--- config.mk ---
export PLATFORM = sky130hd
export DESIGN_NAME = doorbell_pair
export DESIGN_NICKNAME = d
export VERILOG_FILES = /design/src/rtl/db_pkg.sv /design/src/rtl/db_side_dec.sv /design/src/rtl/db_rd_mux.sv /design/src/rtl/db_reg.sv /design/src/rtl/doorbell_pair.sv
export SDC_FILE = /design/constraint.sdc
export NUM_CORES = 1
export LEC_CHECK = 0
export ABC_CLOCK_PERIOD_IN_PS = 2550
export BUFFER_PORTS_ARGS = -buffer_cell sky130_fd_sc_hd__buf_2
export CORE_ASPECT_RATIO = 0.8
export CORE_MARGIN = 10
export CORE_UTILIZATION = 30
export CTS_CLUSTER_DIAMETER = 50
export DETAILED_ROUTE_END_ITERATION = 8
export GPL_TIMING_DRIVEN = 1
export PLACE_DENSITY_LB_ADDON = 0.08
export SETUP_SLACK_MARGIN = 0.02
export SKIP_CTS_REPAIR_TIMING = 1
export SYNTH_ARGS = -nofsm -noshare
export SYNTH_HDL_FRONTEND = slang
export SYNTH_SLANG_ARGS = --single-unit
export TNS_END_PERCENT = 50
--- constraint.sdc ---
create_clock -name clk -period 2.55 [get_ports clk]
set_input_delay 0.1275 -clock clk [delete_from_list [all_inputs] [get_ports clk]]
set_output_delay 0.1275 -clock clk [all_outputs]
set_load 0.01 [all_outputs]
--- src/rtl/db_pkg.sv ---
package db_pkg;
    typedef enum logic {
        DB_SEL_IN  = 1'b0,
        DB_SEL_OUT = 1'b1
    } db_sel_e;

    localparam int DB_NUM_REGS = 2;
    localparam int DB_IDX_IN   = 0;
    localparam int DB_IDX_OUT  = 1;
endpackage

--- src/rtl/db_side_dec.sv ---
module db_side_dec #(
    parameter int W = 32
) (
    input  logic         wr,
    input  logic         sel,
    input  logic [W-1:0] wdata,
    output logic [W-1:0] in_mask,
    output logic [W-1:0] out_mask
);
    import db_pkg::*;

    db_sel_e sel_e;

    always_comb begin
        sel_e    = db_sel_e'(sel);
        in_mask  = '0;
        out_mask = '0;
        if (wr) begin
            if (sel_e == DB_SEL_IN) begin
                in_mask = wdata;
            end else begin
                out_mask = wdata;
            end
        end
    end
endmodule

--- src/rtl/db_rd_mux.sv ---
module db_rd_mux #(
    parameter int W = 32
) (
    input  logic         sel,
    input  logic [W-1:0] in_bits,
    input  logic [W-1:0] out_bits,
    output logic [W-1:0] rdata
);
    import db_pkg::*;

    always_comb begin
        unique case (db_sel_e'(sel))
            DB_SEL_IN:  rdata = in_bits;
            DB_SEL_OUT: rdata = out_bits;
            default:    rdata = '0;
        endcase
    end
endmodule

--- src/rtl/db_reg.sv ---
module db_reg #(
    parameter int W          = 32,
    parameter bit ACTIVE_LOW = 1'b0
) (
    input  logic         clk,
    input  logic         rst,
    input  logic [W-1:0] set_mask,
    input  logic [W-1:0] clr_mask,
    output logic [W-1:0] bits,
    output logic         irq
);
    localparam logic IRQ_IDLE = ACTIVE_LOW;

    typedef struct packed {
        logic [W-1:0] bits;
        logic         irq;
    } state_t;

    state_t st_d, st_q;

    always_comb begin
        st_d      = st_q;
        st_d.bits = (st_q.bits & ~clr_mask) | set_mask;
        st_d.irq  = (|st_d.bits) ? ~IRQ_IDLE : IRQ_IDLE;
    end

    always_ff @(posedge clk) begin
        if (rst) begin
            st_q.bits <= '0;
            st_q.irq  <= IRQ_IDLE;
        end else begin
            st_q <= st_d;
        end
    end

    assign bits = st_q.bits;
    assign irq  = st_q.irq;

    AST_SET_LANDS: assert property (@(posedge clk) disable iff (rst)
        (set_mask != '0) |=> ((st_q.bits & $past(set_mask)) == $past(set_mask)));

    AST_CLR_LANDS: assert property (@(posedge clk) disable iff (rst)
        ((clr_mask & ~set_mask) != '0) |=> ((st_q.bits & $past(clr_mask & ~set_mask)) == '0));

    AST_UNTOUCHED_HOLD: assert property (@(posedge clk) disable iff (rst)
        1'b1 |=> ((($past(st_q.bits) ^ st_q.bits) & ~$past(set_mask | clr_mask)) == '0));

    AST_IRQ_MATCH: assert property (@(posedge clk) disable iff (rst)
        1'b1 |=> (st_q.irq == ((|st_q.bits) ? ~IRQ_IDLE : IRQ_IDLE)));

    AST_RESET_IDLE: assert property (@(posedge clk)
        rst |=> (st_q.bits == '0 && st_q.irq == IRQ_IDLE));
endmodule

--- src/rtl/doorbell_pair.sv ---
module doorbell_pair #(
    parameter int W = 32
) (
    input  logic         clk,
    input  logic         rst,
    input  logic         loc_wr,
    input  logic         loc_sel,
    input  logic [W-1:0] loc_wdata,
    output logic [W-1:0] loc_rdata,
    input  logic         rem_wr,
    input  logic         rem_sel,
    input  logic [W-1:0] rem_wdata,
    output logic [W-1:0] rem_rdata,
    output logic         loc_irq,
    output logic         rem_irq_n
);
    import db_pkg::*;

    logic [W-1:0] loc_in_m, loc_out_m, rem_in_m, rem_out_m;
    logic [W-1:0] set_m [DB_NUM_REGS];
    logic [W-1:0] clr_m [DB_NUM_REGS];
    logic [W-1:0] val   [DB_NUM_REGS];
    logic         irq_w [DB_NUM_REGS];

    db_side_dec #(.W(W)) u_loc_dec (
        .wr(loc_wr), .sel(loc_sel), .wdata(loc_wdata),
        .in_mask(loc_in_m), .out_mask(loc_out_m)
    );

    db_side_dec #(.W(W)) u_rem_dec (
        .wr(rem_wr), .sel(rem_sel), .wdata(rem_wdata),
        .in_mask(rem_in_m), .out_mask(rem_out_m)
    );

    // Inbound: remote rings, local acknowledges. Outbound: the reverse.
    always_comb begin
        set_m[DB_IDX_IN]  = rem_in_m;
        clr_m[DB_IDX_IN]  = loc_in_m;
        set_m[DB_IDX_OUT] = loc_out_m;
        clr_m[DB_IDX_OUT] = rem_out_m;
    end

    for (genvar g = 0; g < DB_NUM_REGS; g++) begin : g_reg
        db_reg #(.W(W), .ACTIVE_LOW(g == DB_IDX_OUT)) u_reg (
            .clk(clk), .rst(rst),
            .set_mask(set_m[g]), .clr_mask(clr_m[g]),
            .bits(val[g]), .irq(irq_w[g])
        );
    end

    db_rd_mux #(.W(W)) u_loc_rd (
        .sel(loc_sel), .in_bits(val[DB_IDX_IN]), .out_bits(val[DB_IDX_OUT]),
        .rdata(loc_rdata)
    );

    db_rd_mux #(.W(W)) u_rem_rd (
        .sel(rem_sel), .in_bits(val[DB_IDX_IN]), .out_bits(val[DB_IDX_OUT]),
        .rdata(rem_rdata)
    );

    assign loc_irq   = irq_w[DB_IDX_IN];
    assign rem_irq_n = irq_w[DB_IDX_OUT];

    AST_LOC_IRQ_LEVEL: assert property (@(posedge clk) disable iff (rst)
        1'b1 |=> (loc_irq == (|val[DB_IDX_IN])));

    AST_REM_IRQ_LEVEL: assert property (@(posedge clk) disable iff (rst)
        1'b1 |=> (rem_irq_n == ~(|val[DB_IDX_OUT])));

    AST_REM_RING_IN: assert property (@(posedge clk) disable iff (rst)
        (rem_wr && !rem_sel) |=> ((val[DB_IDX_IN] & $past(rem_wdata)) == $past(rem_wdata)));

    AST_LOC_RING_OUT: assert property (@(posedge clk) disable iff (rst)
        (loc_wr && loc_sel) |=> ((val[DB_IDX_OUT] & $past(loc_wdata)) == $past(loc_wdata)));

    AST_REM_ACK_OUT: assert property (@(posedge clk) disable iff (rst)
        (rem_wr && rem_sel && !(loc_wr && loc_sel)) |=> ((val[DB_IDX_OUT] & $past(rem_wdata)) == '0));
endmodule

==> impl_metrics.csv <==
group,metric,value,unit
sta,fmax,529,MHz
worst_setup_path,rr_worst_depth,5,
global_routing,grtUsageMet1,23.8,%
sta,min_period,1890,ps
power,intPower,2.31,mW
global_routing,grt.busiest_layer,"met2",
power,p_total,3.17,mW
sta,hold_viol_final,0,
worst_hold_path,worstHoldPathCells,3,
sta,rsz0062_at_grt,"false",
sta,final_max_slew_viol_count,0,
worst_setup_path,crit_path_max_incr_delay,590,ps
power,comb_power_share,17.0,%
global_routing,grt_antenna_before_repair,0,
routing,wl,16000,um
floorplan,ios,136,
clock_tree,cts-root-buf,"clkbuf_16",
power,power.switching,0.853,mW
synthesis,synth_area,3840,um2
placed_design,dp_cells,771,
global_routing,grt_use_met2,27.6,%
cells_and_area,final_area,5010,um2
power,peakVddDrop,0.000261,V
sta,period_share,74.1,%
synthesis,synth_warnings,0,
floorplan,start_util,31.1,%
clock_tree,cts_sinks,66,
routing,drt_first_pass_iters,5,
sta,setup_viol,0,
global_routing,use_met3,4.73,%
global_routing,grt.total_usage,17.7,%
cells_and_area,nets,681,
routing,wl_per_cell,20.3,um
cells_and_area,layout-drive-gt1-share,26.5,%
routing,num_vias,4123,
job,cap_violations,0,
cells_and_area,finalNonFillerCells,787,
worst_setup_path,end_kind,"register",
clock_tree,clock_latency,330,ps
floorplan,row_count,36,
run_status,status,"finished, final reports clean",
worst_setup_path,path_class,"register to register",
routing,first_iter_violations,407,
floorplan,die_h,121,um
cells_and_area,final_core_util,40.6,%
power,p_sw_share,26.9,%
global_routing,grt_pass1_vias,4314,
global_routing,globalRouteOverflowTotal,0,
placed_design,pre_cts_ws,671,ps
sta,whs,76.9,ps
worst_setup_path,required,2750,ps
worst_hold_path,hold_class,"input pin to register",
global_routing,grt_pass1_wl,25200,um
cells_and_area,syn_to_final_growth,30.5,%
clock_tree,cts_tree,"done",
worst_setup_path,critPathArrivalTime,2090,ps
cells_and_area,fillers,1343,
synthesis,yosys_register_bits,66,
synthesis,synth_cell_types,28,
clock_tree,cts_max_level,3,
sta,setup_tns,0,ps
clock_tree,cts_buffers,9,
clock_tree,clk_path_buf_depth,2,
placed_design,gp_congestion,0.842,
power,p_per_area,632,nW/um2
placed_design,dp_hpwl,12500,um
power,p_clk_share,46.8,%
worst_setup_path,cpMaxStageDelayCell,"a2111oi_0",
routing,antenna_left,0,
synthesis,synth_fp_nets,558,
floorplan,die_w,146,um
sta,worst_pin_slew,736,ps
worst_setup_path,cp_cell_sequence,"nor2b_1 -> a2111oi_0 -> nand4_1 -> nor4_1 -> a31oi_1",
placed_design,placed_area,4650,um2
synthesis,postSynthCellCount,488,
synthesis,avgSynthCellArea,7.86,um2
sta,slew_headroom,50.9,%
global_routing,grt_max_degree,36,
sta,finalClockSkew,3.73,ps
worst_setup_path,cp_max_fo,5,
clock_tree,clk_pin_slew_worst_paths,60,ps
power,power_leakage,2.35,nW
worst_setup_path,startpoint_type,"register",
routing,drc,0,
power,p_seq_share,36.2,%
floorplan,dieArea,17700,um2
sta,layout_setup_ws,661,ps
placed_design,io_buffers,135,
floorplan,core,12300,um2
synthesis,seq_area_frac_synth,34.4,%
routing,vias_per_cell,5.24,
cells_and_area,antenna_cells,0,
-- Yosys cell counts --
| cell | count | area [um2] |
|---|---|---|
| a2111oi_0 | 1 | 8.76 |
| a2111oi_2 | 1 | 15.0 |
| a21oi_1 | 28 | 140 |
| a221oi_1 | 2 | 17.5 |
| a22oi_1 | 37 | 278 |
| a31oi_1 | 1 | 6.26 |
| and2_1 | 2 | 12.5 |
| buf_1 | 1 | 3.75 |
| buf_2 | 1 | 5.00 |
| buf_4 | 1 | 7.51 |
| buf_6 | 3 | 33.8 |
| clkbuf_1 | 24 | 90.1 |
| dfxtp_1 | 66 | 1320 |
| inv_1 | 59 | 221 |
| mux2_1 | 64 | 721 |
| nand2_1 | 65 | 244 |
| nand2b_4 | 1 | 13.8 |
| nand4_1 | 14 | 87.6 |
| nor2_1 | 38 | 143 |
| nor2b_1 | 5 | 31.3 |
| nor3_1 | 1 | 5.00 |
| nor4_1 | 27 | 169 |
| o21ai_0 | 3 | 15.0 |
| o21ai_1 | 25 | 125 |
| o21ai_2 | 3 | 26.3 |
| o21bai_1 | 1 | 7.51 |
| o22ai_1 | 13 | 81.3 |
| o31ai_1 | 1 | 7.51 |
-- power groups by stage --
stage	clock network [mW]	registers, mW	logic [mW]
after floorplan	0	1.14	0.304
after global placement	0	1.17	0.538
after detailed placement	0	1.17	0.541
after CTS	1.50	1.15	0.544
after global routing	1.55	1.16	0.594
final	1.48	1.15	0.540
-- worst max-delay path: cells and delay by family, from the launching register on --
kind	cells	cell delay (ps)
and+or+nand+nor	3	720
AOI/OAI and AO/OA	2	700
DFF	1	350
-- layout make-up --
class                      instances  area (um2)  area share [%]
multi-input combinational        333        2160            43.1
sequential                        66        1320            26.4
timing repair buffer             142         741            14.8
clock buffer                      12         256            5.12
inverter                          59         221            4.42
tap                              171         214            4.27
clock inverter                     4        97.6            1.95
-- layer usage --
layer	part of all wire [%]	wire length [um]	vias up
li1	-	-	1967
met1	49	7790	1991
met2	44	7020	153
met3	6.6	1050	12
met4	0.86	138	0
met5	0	0	-
-- registers in the layout (all words and copies together), names as in the netlist --
signal,flops
g.u_reg.irq,2
g.u_reg.bits,64
-- cell families (layout without fill, tap and decap cells) --
group	Yosys count	after routing	share of synthesized area (%)
flops	66	66	34.4
compound gates	116	116	19.0
simple gates	153	153	18.4
buf+inv	89	217	9.42
mux	64	64	18.8
-- worst paths after layout --
kind	to	from	slack (ps)
setup / recovery	g_reg[0].u_reg.irq$_SDFF_PP0_	g_reg[0].u_reg.bits[26]$_SDFF_PP0_	660
hold / removal	g_reg[1].u_reg.bits[4]$_SDFF_PP0_	loc_wdata[4]	80
setup reg to reg	g_reg[0].u_reg.irq$_SDFF_PP0_	g_reg[0].u_reg.bits[26]$_SDFF_PP0_	660
hold reg to reg	g_reg[0].u_reg.bits[1]$_SDFF_PP0_	g_reg[0].u_reg.bits[1]$_SDFF_PP0_	500
-- cell usage in the layout (no fill, tap or decap), drive strengths merged, types with 2 or more instances in the layout --
master / instances
nor2: 38
a221oi: 2
bufinv: 3
mux2: 64
nor2b: 5
o21ai: 31
a2111oi: 2
dfxtp: 66
inv: 59
clkbuf: 12
nand2: 65
nor4: 27
a22oi: 37
o22ai: 13
a21oi: 28
nand4: 14
buf: 142
and2: 2
(Power assumes the default switching activity.)
